`config.mk`:
```
export PLATFORM = sky130hd
export DESIGN_NAME = fpstk_rot_stack
export DESIGN_NICKNAME = d
export VERILOG_FILES = /design/src/rtl/fpstk_pkg.sv /design/src/rtl/fpstk_relmap.sv /design/src/rtl/fpstk_xchg_dec.sv /design/src/rtl/fpstk_slots.sv /design/src/rtl/fpstk_rot_stack.sv
export SDC_FILE = /design/constraint.sdc
export NUM_CORES = 2
export LEC_CHECK = 0
export BUFFER_PORTS_ARGS = -buffer_cell sky130_fd_sc_hd__buf_2
export CAP_MARGIN = 10
export CORE_AREA = 3 3 318 320
export CTS_CLUSTER_DIAMETER = 40
export DETAILED_ROUTE_END_ITERATION = 8
export DIE_AREA = 0 0 321 323
export PLACE_DENSITY_LB_ADDON = 0.08
export SLEW_MARGIN = 20
export SYNTH_ARGS = -nofsm -noshare
export SYNTH_HDL_FRONTEND = slang
export SYNTH_HIERARCHICAL = 1
export SYNTH_SLANG_ARGS = --single-unit
```
`constraint.sdc`:
```
create_clock -name clk -period 28.9 [get_ports clk]
set_input_delay 2.89 -clock clk [delete_from_list [all_inputs] [get_ports clk]]
set_output_delay 2.89 -clock clk [all_outputs]
set_load 0.01 [all_outputs]
```
`src/rtl/fpstk_pkg.sv`:
```
package fpstk_pkg;
   typedef enum logic [2:0] {
      FPS_NOP   = 3'd0,
      FPS_PUSH  = 3'd1,
      FPS_POP   = 3'd2,
      FPS_WRTOP = 3'd3,
      FPS_XCHG  = 3'd4,
      FPS_READ  = 3'd5
   } fps_op_e;

   localparam logic [7:0] FPS_XCHG_LEAD = 8'hD9;
   localparam logic [4:0] FPS_XCHG_HI5  = 5'b11001;
endpackage

```
`src/rtl/fpstk_relmap.sv`:
```
// Turns a stack-relative position into a physical slot index.
module fpstk_relmap #(
   parameter int IDX_W = 3
) (
   input  logic [IDX_W-1:0] top,
   input  logic [IDX_W-1:0] rel,
   output logic [IDX_W-1:0] phys
);
   // The depth is a power of two, so the wrap is the natural carry-out loss.
   assign phys = top + rel;
endmodule

```
`src/rtl/fpstk_xchg_dec.sv`:
```
// Recognises the two-byte exchange encoding on the raw instruction stream.
module fpstk_xchg_dec
   import fpstk_pkg::*;
#(
   parameter int DEPTH = 8,
   parameter int IDX_W = 3
) (
   input  logic             ins_valid,
   input  logic [7:0]       ins_b0,
   input  logic [7:0]       ins_b1,
   output logic             hit,
   output logic [IDX_W-1:0] idx
);
   logic in_range;

   assign in_range = ({5'd0, ins_b1[2:0]} < 8'(DEPTH));
   assign hit      = ins_valid && (ins_b0 == FPS_XCHG_LEAD) &&
                     (ins_b1[7:3] == FPS_XCHG_HI5) && in_range;
   assign idx      = ins_b1[IDX_W-1:0];
endmodule

```
`src/rtl/fpstk_slots.sv`:
```
// Physical slot storage: data plus valid tag, two write ports, three read ports.
module fpstk_slots #(
   parameter int DATA_W = 80,
   parameter int DEPTH  = 8,
   parameter int IDX_W  = 3
) (
   input  logic              clk,
   input  logic              rst_n,
   input  logic              wa_en,
   input  logic [IDX_W-1:0]  wa_addr,
   input  logic [DATA_W-1:0] wa_data,
   input  logic              wa_tag,
   input  logic              wb_en,
   input  logic [IDX_W-1:0]  wb_addr,
   input  logic [DATA_W-1:0] wb_data,
   input  logic              wb_tag,
   input  logic [IDX_W-1:0]  ra_addr,
   output logic [DATA_W-1:0] ra_data,
   output logic              ra_tag,
   input  logic [IDX_W-1:0]  rb_addr,
   output logic [DATA_W-1:0] rb_data,
   output logic              rb_tag,
   input  logic [IDX_W-1:0]  rc_addr,
   output logic [DATA_W-1:0] rc_data,
   output logic              rc_tag
);
   logic [DATA_W-1:0] mem [DEPTH];
   logic [DEPTH-1:0]  tag;

   for (genvar g = 0; g < DEPTH; g++) begin : g_slot
      localparam logic [IDX_W-1:0] SLOT = IDX_W'(g);

      always_ff @(posedge clk) begin
         if (!rst_n) begin
            tag[g] <= 1'b0;
         end else if (wa_en && wa_addr == SLOT) begin
            mem[g] <= wa_data;
            tag[g] <= wa_tag;
         end else if (wb_en && wb_addr == SLOT) begin
            mem[g] <= wb_data;
            tag[g] <= wb_tag;
         end
      end
   end

   assign ra_data = mem[ra_addr];
   assign ra_tag  = tag[ra_addr];
   assign rb_data = mem[rb_addr];
   assign rb_tag  = tag[rb_addr];
   assign rc_data = mem[rc_addr];
   assign rc_tag  = tag[rc_addr];
endmodule

```
`src/rtl/fpstk_rot_stack.sv`:
```
// Eight-entry register stack addressed relative to a moving top pointer.
module fpstk_rot_stack
   import fpstk_pkg::*;
#(
   parameter int DATA_W = 80,
   parameter int DEPTH  = 8,
   parameter int IDX_W  = $clog2(DEPTH)
) (
   input  logic              clk,
   input  logic              rst_n,
   input  logic              op_valid,
   input  logic [2:0]        op_code,
   input  logic [IDX_W-1:0]  sel_idx,
   input  logic              use_sel,
   input  logic [DATA_W-1:0] wr_data,
   input  logic              ins_valid,
   input  logic [7:0]        ins_b0,
   input  logic [7:0]        ins_b1,
   output logic [DATA_W-1:0] rd_a,
   output logic [DATA_W-1:0] rd_b,
   output logic [IDX_W-1:0]  tos_o,
   output logic              ovf_o,
   output logic              unf_o
);
   localparam logic [IDX_W-1:0] REL_ONE   = IDX_W'(1);
   localparam logic [IDX_W-1:0] REL_MINUS = '1;

   if ((1 << IDX_W) != DEPTH || DEPTH < 2 || DEPTH > 8) begin : g_bad_depth
      $error("fpstk_rot_stack: DEPTH must be a power of two from 2 to 8");
   end
   if (DATA_W < 1) begin : g_bad_width
      $error("fpstk_rot_stack: DATA_W must be positive");
   end

   fps_op_e          op;
   logic [IDX_W-1:0] tos_q, tos_n;
   logic             ovf_n, unf_n;
   logic [IDX_W-1:0] below_phys, sel_phys, newtop_phys, xchg_phys;
   logic             dec_hit;
   logic [IDX_W-1:0] dec_idx;
   logic             cmd_xchg, dec_go, xchg_go;
   logic [IDX_W-1:0] xchg_idx;

   logic              wa_en, wb_en, wa_tag, wb_tag;
   logic [IDX_W-1:0]  wa_addr, wb_addr, rb_addr, rc_addr;
   logic [DATA_W-1:0] wa_data, wb_data;
   logic [DATA_W-1:0] ra_data, rb_data, rc_data;
   logic              ra_tag, rb_tag, rc_tag;

   assign op = fps_op_e'(op_code);

   fpstk_relmap #(.IDX_W(IDX_W)) u_map_below (
      .top(tos_q), .rel(REL_ONE), .phys(below_phys));
   fpstk_relmap #(.IDX_W(IDX_W)) u_map_sel (
      .top(tos_q), .rel(sel_idx), .phys(sel_phys));
   fpstk_relmap #(.IDX_W(IDX_W)) u_map_push (
      .top(tos_q), .rel(REL_MINUS), .phys(newtop_phys));
   fpstk_relmap #(.IDX_W(IDX_W)) u_map_xchg (
      .top(tos_q), .rel(xchg_idx), .phys(xchg_phys));

   fpstk_xchg_dec #(.DEPTH(DEPTH), .IDX_W(IDX_W)) u_dec (
      .ins_valid(ins_valid), .ins_b0(ins_b0), .ins_b1(ins_b1),
      .hit(dec_hit), .idx(dec_idx));

   // Command port wins; a decoded exchange only runs in an otherwise idle cycle.
   assign cmd_xchg = op_valid && (op == FPS_XCHG);
   assign dec_go   = !op_valid && dec_hit;
   assign xchg_go  = cmd_xchg || dec_go;
   assign xchg_idx = cmd_xchg ? sel_idx : dec_idx;

   assign rb_addr = use_sel ? sel_phys : below_phys;
   assign rc_addr = (op_valid && op == FPS_PUSH) ? newtop_phys : xchg_phys;

   fpstk_slots #(.DATA_W(DATA_W), .DEPTH(DEPTH), .IDX_W(IDX_W)) u_slots (
      .clk(clk), .rst_n(rst_n),
      .wa_en(wa_en), .wa_addr(wa_addr), .wa_data(wa_data), .wa_tag(wa_tag),
      .wb_en(wb_en), .wb_addr(wb_addr), .wb_data(wb_data), .wb_tag(wb_tag),
      .ra_addr(tos_q), .ra_data(ra_data), .ra_tag(ra_tag),
      .rb_addr(rb_addr), .rb_data(rb_data), .rb_tag(rb_tag),
      .rc_addr(rc_addr), .rc_data(rc_data), .rc_tag(rc_tag));

   always_comb begin
      tos_n   = tos_q;
      ovf_n   = 1'b0;
      unf_n   = 1'b0;
      wa_en   = 1'b0;
      wa_addr = tos_q;
      wa_data = wr_data;
      wa_tag  = 1'b1;
      wb_en   = 1'b0;
      wb_addr = xchg_phys;
      wb_data = ra_data;
      wb_tag  = 1'b1;
      if (xchg_go) begin
         if (xchg_idx != '0) begin
            if (!ra_tag || !rc_tag) begin
               unf_n = 1'b1;
            end else begin
               wa_en   = 1'b1;
               wa_data = rc_data;
               wb_en   = 1'b1;
            end
         end
      end else if (op_valid) begin
         unique case (op)
            FPS_PUSH: begin
               if (rc_tag) begin
                  ovf_n = 1'b1;
               end else begin
                  wa_en   = 1'b1;
                  wa_addr = newtop_phys;
                  tos_n   = newtop_phys;
               end
            end
            FPS_POP: begin
               if (!ra_tag) begin
                  unf_n = 1'b1;
               end else begin
                  wa_en   = 1'b1;
                  wa_data = ra_data;
                  wa_tag  = 1'b0;
                  tos_n   = below_phys;
               end
            end
            FPS_WRTOP: wa_en = 1'b1;
            FPS_READ:  unf_n = !ra_tag || !rb_tag;
            default: ;
         endcase
      end
   end

   always_ff @(posedge clk) begin
      if (!rst_n) begin
         tos_q <= '0;
         ovf_o <= 1'b0;
         unf_o <= 1'b0;
      end else begin
         tos_q <= tos_n;
         ovf_o <= ovf_n;
         unf_o <= unf_n;
      end
   end

   assign rd_a  = ra_data;
   assign rd_b  = rb_data;
   assign tos_o = tos_q;
endmodule

```
# ---- Word-level counts from Yosys, hierarchy flattened
# Memory sizes are Yosys's and may differ from the RTL's. A register that Yosys moved wholly into a read port is not among the register bits.
# Index checks and enable logic that the tools add are counted.
dict set report op_classes {
  n_addsub 4
  magnitude_cmp 3
  eq_ne 22
  muxes 121
  bitwise_logic 12
  reduce_logical 42
}
# op count
set op_table {}
lappend op_table {{$mux 80} 14}
lappend op_table {{$mux 1} 91}
lappend op_table {{$eq 3x3->1 const B} 10}
lappend op_table {{$mux 3} 10}
lappend op_table {{$logic_and 1x1->1} 21}
lappend op_table {{$eq 3x2->1 const B} 6}
lappend op_table {{$reduce_bool 2->1} 9}
lappend op_table {{$lt 3x4->1 const B} 3}
lappend op_table {{$bmux 1 s3} 3}
lappend op_table {{$eq 3x1->1 const B} 3}
lappend op_table {{$eq 8x8->1 const B} 1}
lappend op_table {{$or 1x1->1} 8}
lappend op_table {{$add 3x3->3} 2}
lappend op_table {{$logic_not 3->1} 2}
lappend op_table {{$pmux 3 s2} 1}
lappend op_table {{$eq 5x5->1 const B} 1}
lappend op_table {{$logic_not 1->1} 4}
lappend op_table {{$not 1->1} 4}
lappend op_table {{$reduce_and 4->1} 1}
lappend op_table {{$reduce_or 4->1} 1}
lappend op_table {{$add 3x1->3 const B} 1}
lappend op_table {{$add 3x3->3 const B} 1}
lappend op_table {{$logic_or 1x1->1} 3}
lappend op_table {{$pmux 1 s3} 1}
lappend op_table {{3 further kinds} 3}
dict set report totals {
  reg_bits 13
  ram_bits 640
  out_inout_bits 165
  wordCells 216
  mem_count 1
}
# memory depth word_bits read_ports rd_clocked_by_memory_dff write_ports line
set mem_list {}
lappend mem_list {u_slots.mem 8 80 3 1 8 fpstk_slots.sv:27} ;# logic [DATA_W-1:0] mem [DEPTH];

# ---- Logic depth before layout (Yosys ltp)
dict set report depth {
  depth_word 18
  mapped_depth 19
}

# ---- Cells and area by module
# Netlist, hierarchy kept.
# module instances cells_each area_per_inst_um2 seq_area_each_um2
set by_module_without_submodules {}
lappend by_module_without_submodules {fpstk_slots 1 2292 41761.3 19378.6}
lappend by_module_without_submodules {fpstk_rot_stack 1 255 2178.3 100.1}
lappend by_module_without_submodules {fpstk_relmap 4 3 56.3 0.0}
lappend by_module_without_submodules {fpstk_xchg_dec 1 8 70.1 0.0}

# ---- Worst setup path before layout
# No wires, ideal clock.
dict set report synth_timing {
  path_type {input to register}
  startpoint {in op_code[1]}
  endpoint {mem u_slots.mem[5][0], enable pin}
  setup_ns 0.640
  arrival_ns 12.574
  t_required_ns 28.260
  slack_ns 15.686
  cell_stages 13
  cell_sequence {and4bb_2 mux2_2 ha_1 fa_1 mux2_2 clkbuf_1 clkbuf_1 mux4_2 mux2_2 nor3_1 mux2_2 nand4b_1 a21boi_0}
}
# element line
set synth_rtl {}
lappend synth_rtl {{start, declared} fpstk_rot_stack.sv:12} ;# input logic [2:0] op_code,
lappend synth_rtl {{end, declared} fpstk_slots.sv:27}

==> impl_metrics.env <==
export IMPL_core_area_um2=98400
export IMPL_synth_top_cell_area_share_pct=43.4
export IMPL_cpMostUsedCell="mux2_2"
export IMPL_ys_async_sr_fraction_pct=0
export IMPL_vias_per_cell=6.78
export IMPL_cp_top_family="multiplexers"
export IMPL_relSlewSlack_pct=24.1
export IMPL_synthTopCellsByCount="mux2_2 (795), edfxtp_1 (640), mux4_2 (486), clkbuf_1 (111), mux2_1 (102)"
export IMPL_grt_overflow=0
export IMPL_crit_arrival_ns=10.75
export IMPL_pin_count=272
export IMPL_portBuffers=271
export IMPL_critPathBufInv=3
export IMPL_grt_pass1_vias=30300
export IMPL_wl_per_cell_um=34.8
export IMPL_grt_max_degree=134
export IMPL_post_route_cell_area_um2=51200
export IMPL_yosysMostFrequentCell="mux2_2"
export IMPL_powerDensity_nw_per_um2=60.5
export IMPL_fp_dieW_um=321
export IMPL_gr_usage_all_layers_pct=27.9
export IMPL_cts_sinks=653
export IMPL_endpoint="u_slots/mem[0][62]"
export IMPL_syn_to_final_growth_pct=15.7
export IMPL_p_leak_nw=16.7
export IMPL_setup_tns_ns=0
export IMPL_ys_seq_elements=653
export IMPL_r2r_start="tos_o[1]"
export IMPL_initial_core_util_pct=44.9
export IMPL_htree_num_levels=4
export IMPL_synth_area_leaders="edfxtp_1 (43%), mux4_2 (25%), mux2_2 (20%), mux2_1 (2.6%), o32a_1 (1.8%)"
export IMPL_max_freq_mhz=97.1
export IMPL_antenna_found_initial=2
export IMPL_outcome="finished, final reports clean"
export IMPL_yosysSeqAreaShare_pct=44.0
export IMPL_final_max_slew_viol_count=0
export IMPL_crit_cells=15
export IMPL_clk_insertion_delay_late_ns=0.72
export IMPL_dpl_cell_area_um2=46600
export IMPL_skew_ns=0.0229
export IMPL_avgSynthCellArea_um2=17.2
export IMPL_dieHeight_um=323
export IMPL_holdPathStages=2
export IMPL_fin_util_pct=52.0
export IMPL_cts_root_buf="clkbuf_16"
export IMPL_cts_max_path_buffers=3
export IMPL_fill_cells=8142
export IMPL_maxCapViolCount=0
export IMPL_final_antenna_net_count=0
export IMPL_end_kind="flop"
export IMPL_syn_cell_area_um2=44200
export IMPL_path_class="in2reg"
export IMPL_ys_warn_count=6
export IMPL_min_period_ns=10.30
export IMPL_synth_cell_types=57
export IMPL_postCtsHoldBufs=0
export IMPL_peakVddDrop_v=0.0000535
export IMPL_drt_total_wl_um=145000
export IMPL_layout_drive_gt1_share_pct=63.7
export IMPL_path_cells="buf_2, and4bb_2, mux2_2, ha_1, fa_1, mux2_8, mux4_2, mux2_2, nand2_4, buf_4, o22ai_1, nor4b_1, or4_4, buf_4, mux2_2"
export IMPL_crit_fanout=99
export IMPL_synth_edf_count=640
export IMPL_rrSetupSlack_ns=20.75
export IMPL_critPathSlowestCell="mux2_8"
export IMPL_synth_top_area_cell="edfxtp_1"
export IMPL_critPathMaxStageDelay_ns=1.03
export IMPL_cts_resized=0
export IMPL_tritoncts="built"
export IMPL_nets=2900
export IMPL_tightest_slew_ns=1.13
export IMPL_drc=0
export IMPL_startpoint="op_code[1]"
export IMPL_r2r_cells=12
export IMPL_r2r_end="u_slots/mem[0][62]"
export IMPL_cts_setup_buffers=0
export IMPL_ys_flop_type="edfxtp_1"
export IMPL_start_kind="input pin"
export IMPL_clk_pin_slew_ns=0.05
export IMPL_rsz0062_at_grt="no"
export IMPL_dr_pass1_iters=7
export IMPL_setup_viol=0
export IMPL_num_rows=115
export IMPL_period_share_pct=35.6
export IMPL_min_path_type="reg2reg"
export IMPL_dieArea_um2=104000
export IMPL_cts_buffers=132
export IMPL_dpl_hpwl_um=77400
export IMPL_synthCells=2567
export IMPL_num_vias=28300
export IMPL_drtIter0Drc=2444
export IMPL_grt_pass1_wl_um=209000
export IMPL_hold_violations=0
export IMPL_required_ns=29.36
export IMPL_routabilityCongestion=0.789
layer usage:
layer	global-route usage (%)	wire, um
met1	37.1	59900
met3	5.14	9960
met5	0	14
met2	46.1	71100
met4	9.90	4400
state kept, by name, summed over array words and instances, names as in the netlist:
signal / cells
ovf_o: 1
unf_o: 1
u_slots/mem: 640
u_slots/tag: 8
tos_o: 3
metrics by stage:
stage	std cells	setup WS (ns)	hold WS, ns	power (mW)
floorplan	2578	15.69	0.495	1.41
global placement	3936	18.18	0.523	1.55
detailed placement	3937	18.04	0.524	1.56
CTS	4178	18.82	0.529	3.13
global route	4180	18.35	0.575	3.20
finish	4180	18.60	0.535	3.10
how the worst min path moves through the flow:
stage	start	endpoint	slack (ns)
global placement	u_slots/tag[6]	u_slots/tag[6]	0.52
finish	u_slots/tag[6]	u_slots/tag[6]	0.54
detailed placement	u_slots/tag[6]	u_slots/tag[6]	0.52
floorplan	u_slots/tag[6]	u_slots/tag[6]	0.50
global route	u_slots/tag[0]	u_slots/tag[0]	0.57
CTS	u_slots/tag[6]	u_slots/tag[6]	0.53
cell usage in the layout (no fill, tap or decap), drive strengths merged, types with 4 or more instances in the layout:
master and count:
xor3 4, buf 322, clkinv 55, mux2i 4, ha 4, a21boi 4, nand2b 6, mux4 486
dfxtp 13, clkinvlp 6, mux2 897, fa 4, bufinv 21, nand2 8, o21ai 6, nor4b 4
nand4b 9, o32a 80, a21oi 8, conb 13, clkbuf 152, inv 11, o21a 83, nor2 10
edfxtp 640
cells by family after synthesis:
logic type | synth area share, %
DFF | 44.0
other | 0.0170
adders and majority gates | 0.294
and+or+nand+nor | 1.16
muxes | 47.7
AOI/OAI and AO/OA | 3.73
buffers and inverters | 2.88
xor gates and xnor gates | 0.215
worst register-to-register path: cells and delay by family (launching register included):
family / cells / cell delay, ns
buffers and inverters: 3 / 2.12
flip-flops: 1 / 0.78
adder cells (fa/ha/maj): 1 / 0.64
multiplexers: 4 / 2.05
AND/OR/NAND/NOR: 3 / 1.84
AO/OA/AOI/OAI: 1 / 0.47
cell type report:
| type | count | area [um^2] | share of cell area, % |
|---|---|---|---|
| Antenna cell | 1 | 2.50 | 0.00489 |
| Clock buffer | 152 | 3460 | 6.77 |
| Clock inverter | 89 | 1070 | 2.10 |
| Inverter | 4 | 15.0 | 0.0293 |
| Multi-Input combinational cell | 1672 | 23700 | 46.3 |
| Sequential cell | 653 | 19500 | 38.1 |
| Tap cell | 1287 | 1610 | 3.15 |
| Timing Repair Buffer | 322 | 1820 | 3.56 |
report_power, final:
group	internal (mW)	switching (mW)	total, mW
Sequential	1.05	0.00638	1.05
Combinational	0.236	0.248	0.484
Clock	1.04	0.514	1.56
Total	2.33	0.769	3.10
Note: power is estimated with default switching activity, not from simulation.
